File: src/rtl/stack_bus_fault_capture.sv
module stack_bus_fault_capture #(
  parameter int AW = 32,
  parameter int CW = 5,
  parameter logic [CW-1:0] CAUSE_STACK = 5'h07,
  parameter logic [CW-1:0] CAUSE_IBUS  = 5'h03,
  parameter logic [CW-1:0] CAUSE_DBUS  = 5'h04
) (
  input  logic          clk,
  input  logic          rst_n,
  input  logic          lim_we,
  input  logic          lim_sel,
  input  logic [AW-1:0] lim_wdata,
  input  logic          stk_valid,
  input  logic [AW-1:0] stk_addr,
  input  logic          ibus_err,
  input  logic [AW-1:0] ibus_addr,
  input  logic          dbus_err,
  input  logic [AW-1:0] dbus_addr,
  input  logic          exc_en,
  input  logic          ibus_trap_en,
  input  logic          dbus_trap_en,
  output logic          exc_req,
  output logic [AW-1:0] fault_addr,
  output logic [CW-1:0] fault_cause
);

  logic [AW-1:0] lim_lo_q, lim_hi_q;

  always_ff @(posedge clk or negedge rst_n) begin
    if (!rst_n) begin
      lim_lo_q <= '0;
      lim_hi_q <= '1;
    end else if (lim_we) begin
      if (lim_sel) lim_hi_q <= lim_wdata;
      else         lim_lo_q <= lim_wdata;
    end
  end

  wire stk_hit  = stk_valid && (stk_addr < lim_lo_q || stk_addr > lim_hi_q);
  wire ibus_hit = ibus_err && exc_en && ibus_trap_en;
  wire dbus_hit = dbus_err && exc_en && dbus_trap_en;
  wire any_hit  = stk_hit || ibus_hit || dbus_hit;

  logic [AW-1:0] sel_addr;
  logic [CW-1:0] sel_cause;

  always_comb begin
    if (stk_hit) begin
      sel_addr  = stk_addr;
      sel_cause = CAUSE_STACK;
    end else if (ibus_hit) begin
      sel_addr  = ibus_addr;
      sel_cause = CAUSE_IBUS;
    end else begin
      sel_addr  = dbus_addr;
      sel_cause = CAUSE_DBUS;
    end
  end

  always_ff @(posedge clk or negedge rst_n) begin
    if (!rst_n) begin
      exc_req     <= 1'b0;
      fault_addr  <= '0;
      fault_cause <= '0;
    end else begin
      exc_req <= any_hit;
      if (any_hit) begin
        fault_addr  <= sel_addr;
        fault_cause <= sel_cause;
      end
    end
  end

endmodule

File: config.mk
export PLATFORM = sky130hd
export DESIGN_NAME = stack_bus_fault_capture
export DESIGN_NICKNAME = d
export VERILOG_FILES = /design/src/rtl/stack_bus_fault_capture.sv
export SDC_FILE = /design/constraint.sdc
export NUM_CORES = 1
export LEC_CHECK = 0
export BUFFER_PORTS_ARGS = -buffer_cell sky130_fd_sc_hd__buf_2
export CAP_MARGIN = 30
export CORE_MARGIN = 3
export CORE_UTILIZATION = 57
export DETAILED_ROUTE_END_ITERATION = 10
export PLACE_DENSITY = 0.84
export SYNTH_ARGS = -nofsm -noshare
export SYNTH_HDL_FRONTEND = slang
export SYNTH_SLANG_ARGS = --single-unit
File: constraint.sdc
create_clock -name clk -period 5.6 [get_ports clk]
set_input_delay 1.12 -clock clk [delete_from_list [all_inputs] [get_ports clk]]
set_output_delay 1.12 -clock clk [all_outputs]
set_load 0.02 [all_outputs]
==> results.txt <==
- Maximum buffer depth of the clock tree: 2
- The internal power of the cells totals between 1 and 1.5 mW.
* Placed cell area: 6980 sq um
- The die is 109 um wide.
* Headroom to the max-slew limit: 0.414
* Full die area: 11900 sq um
- Final WL: 15000 um
- Total Routing Usage GR: 0.260
* Proportion of synthesized flip-flops having asynchronous set or reset: 1.00
* Element type at the critical path end: flop
- After floorplanning, the core was divided into 36 placement rows.
- Setup repair after global routing missed its margin: no
- Worst skew pair latency: 0.36 ns
- Req. time, crit path: 5.85 ns
* Via count of the first global-routing pass: 4999
* Area added between synthesis and finish: 18.7%
- Mapped Avg Cell Area: 10.3 sq um
- The worst register-to-register path has a depth of 10.
- Ys flop type: dfrtp_1
- The run finished with clean final reports.
* I/O Buffers: 173
* HPWL Detailed: 11300 um
* Endpoint of the worst-slack reg-to-reg timing path: fault_addr[27]
* CTS root buffer: clkbuf_8
- TritonCTS clock tree: yes
- LEAKAGE: 3.75 nW
* Wire length of the first global-routing pass: roughly 24000 um
* ANT nets after route: 0
- Count of H-tree levels built during CTS: 3
* Dpl cells: 870
* CTS clk-pin slew, worst paths: 0.09 ns
- For hold timing, the worst endpoint is lim_lo_q[0].
- In the routed design, unresolved DRC markers number 0.
- I/O pins: 176
* Initial Util: 0.601
- Yosys mapped the design onto slightly above 40 distinct sky130hd cell types.
- Count of clock tree sinks: between 90 and 100
- Portion of total power attributed to the clock network: 0.200
* Launching element type of the critical path: input port
* Warnings, synthesis: 0
- The share of total power dissipated in combinational logic is 0.349.
- Overall power consumption after layout is estimated at 2.03 mW.
* Total global routing overflow: 0
- Core Footprint: 10000 sq um
- Counting the buffers created by CTS gives 9.
- # setup viols final: 0
- Post-CTS Resized: 0
- Tcrit/Tclk final: 0.671
- Counting instances, the worst hold path has a depth of 1.
* Sum Neg Setup Slack: 0 ns
* Final instance area: ~7200 sq um
* Fin Hold WS: between 0.5 and 0.6 ns
- For the pin with the worst max-slew slack, the measured transition is 0.875 ns.
- By startpoint and endpoint, the worst setup path is classified as in -> reg.
- After synthesis the cells add up to 6040 sq um.
* Filler-free cell count of the finished design: 888
* Register-to-Register Setup Slack: 2.18 ns
- Power spread over the standard cell area amounts to 283 nW/um^2.
* Number of register bits inferred by synthesis: 99
- Number of vias per cell after detailed routing: between 5 and 6
- Average routed wire per standard cell: ~17 um
- Switching power: 0.670 mW
- Data on the critical path arrives at its endpoint at about 4 ns.
- The number of antenna violations at the first check in global routing was 1.
- Final Slew Violations: 0
* Source of the worst hold timing path: lim_lo_q[0]
* # Max-Cap Violations: 0
- Post-route worst setup slack: 1.84 ns
- Number of DRC markers in iteration 0: between 200 and 250
- Post-Place Worst Slack: 1.48 ns
- Critical path fanouts, max: 19
- Measured on the finished design, the core utilization comes to 0.714.
* Post-Syn Instances: 585
* Clock skew: between 0.008 and 0.009 ns
* Share of total power in sequential cells: 0.451
* Startpoint of the worst register-to-register path: lim_hi_q[19]
- Layout cells sized above 1: 0.389
* Part of the Yosys area used for sequential elements: 0.417
- The synthesized design contains 0 enable-type register cells.
- IR analysis of the VDD net gives a maximum drop of 144 uV.
- The worst hold path belongs to the class reg -> reg.
* Final weighted congestion in routability-driven placement: 0.861
- Entering global routing, the biggest net connects 67 pins.
* Height of the die: around 110 um
* Post-CTS setup repair buffer count: 0
- Fin. Hold Viols: 0
- In the final design database the tool counted 950 nets.
- Hold repair after CTS inserted 0 buffers.
- Number of vias in the routed layout: 4892
* Sw Ratio: 0.330
* Shortest period the worst path allows: 3.76 ns
* Number of detailed-route iterations in the first pass: 4
* Highest attainable clock frequency: 266 MHz
-- Yosys cell counts (2+ instances only) --
library cell	number	share of area
buf_4	3	0.0037
clkbuf_1	15	0.0093
a21o_1	3	0.0037
dfrtp_1	67	0.28
nand3_1	9	0.0075
nor3_1	2	0.0017
mux2i_1	33	0.055
nor2_1	8	0.0050
inv_1	63	0.039
nand2_1	81	0.050
nor2b_1	3	0.0031
o211ai_1	2	0.0025
a21oi_2	2	0.0029
a221o_1	3	0.0050
a21oi_1	27	0.022
buf_1	6	0.0037
nand4_1	8	0.0083
mux2_2	38	0.071
dfstp_2	32	0.14
o21ai_0	69	0.057
a21boi_0	2	0.0025
a211oi_1	2	0.0025
mux2_4	26	0.065
ha_1	63	0.13
buf_12	2	0.0066
-- logic make-up (layout without fill, tap and decap cells) --
logic type | count (synthesis) | count (layout) | synth area share
and+or+nand+nor | 118 | 118 | 0.0850
AOI/OAI and AO/OA | 117 | 117 | 0.112
DFF | 99 | 99 | 0.417
muxes | 97 | 97 | 0.190
buffers and inverters | 90 | 258 | 0.0651
adders and majority gates | 63 | 63 | 0.131
other | 1 | 3 | 0.000621
-- worst max-delay path by stage --
stage,startpoint,endpoint,slack [ns],depth (start not counted)
global route,stk_addr[30],fault_addr[18],1.71,9
detailed placement,stk_addr[29],fault_addr[27],1.48,9
global placement,stk_addr[19],fault_addr[25],1.57,10
CTS,stk_addr[30],fault_addr[27],1.85,9
finish,stk_addr[30],fault_addr[27],1.84,9
floorplan,stk_addr[19],fault_addr[22],2.24,9
-- registers in the layout (all words and copies together) (netlist names) --
name         count
fault_cause      2
lim_lo_q        32
fault_addr      32
lim_hi_q        32
exc_req          1
-- layout by cell type (no fill, tap or decap), drive strengths merged, types with 3 or more instances in the layout --
cell,n
a221o,3
clkbuf,16
dfrtp,67
a21oi,29
mux2i,33
nor2,8
buf,179
nor2b,3
ha,63
dfstp,32
nand4,8
nand2,81
mux2,64
inv,63
a21o,3
o21ai,71
nand3,9
-- power by group through the flow --
stage               logic, mW  clock network (mW)  registers [mW]
floorplan               0.401                   0           0.992
global placement        0.665                   0           0.921
detailed placement      0.702                   0           0.929
CTS                     0.708               0.416           0.916
global route            0.783               0.443           0.931
finish                  0.709               0.407           0.916
-- per-layer routing --
| layer | GRT usage | vias up | wire length, um |
|---|---|---|---|
| li1 | - | 2340 | - |
| met1 | 0.316 | 2347 | 6230 |
| met2 | 0.457 | 172 | 7480 |
| met3 | 0.0580 | 33 | 938 |
| met4 | 0.0830 | 0 | 323 |
| met5 | 0 | - | 0 |
-- critical path, stage by stage --
cell	delay (ns)
buf_2	0.12
ha_1	0.34
nand4_1	0.17
or4_1	0.58
nor3_1	0.20
a21oi_1	0.14
o21ai_4	0.73
buf_12	0.27
mux2_4	0.31
-- cell type report --
| class | count | area, sq um |
|---|---|---|
| multi-input cells | 397 | 3150 |
| fillers | 715 | 2880 |
| flip-flops and latches | 99 | 2520 |
| repair buffers | 179 | 938 |
| inverters | 63 | 236 |
| well taps | 133 | 166 |
| clock buffers | 16 | 160 |
| diodes | 1 | 2.50 |
Note: power is estimated with default switching activity, not from simulation.
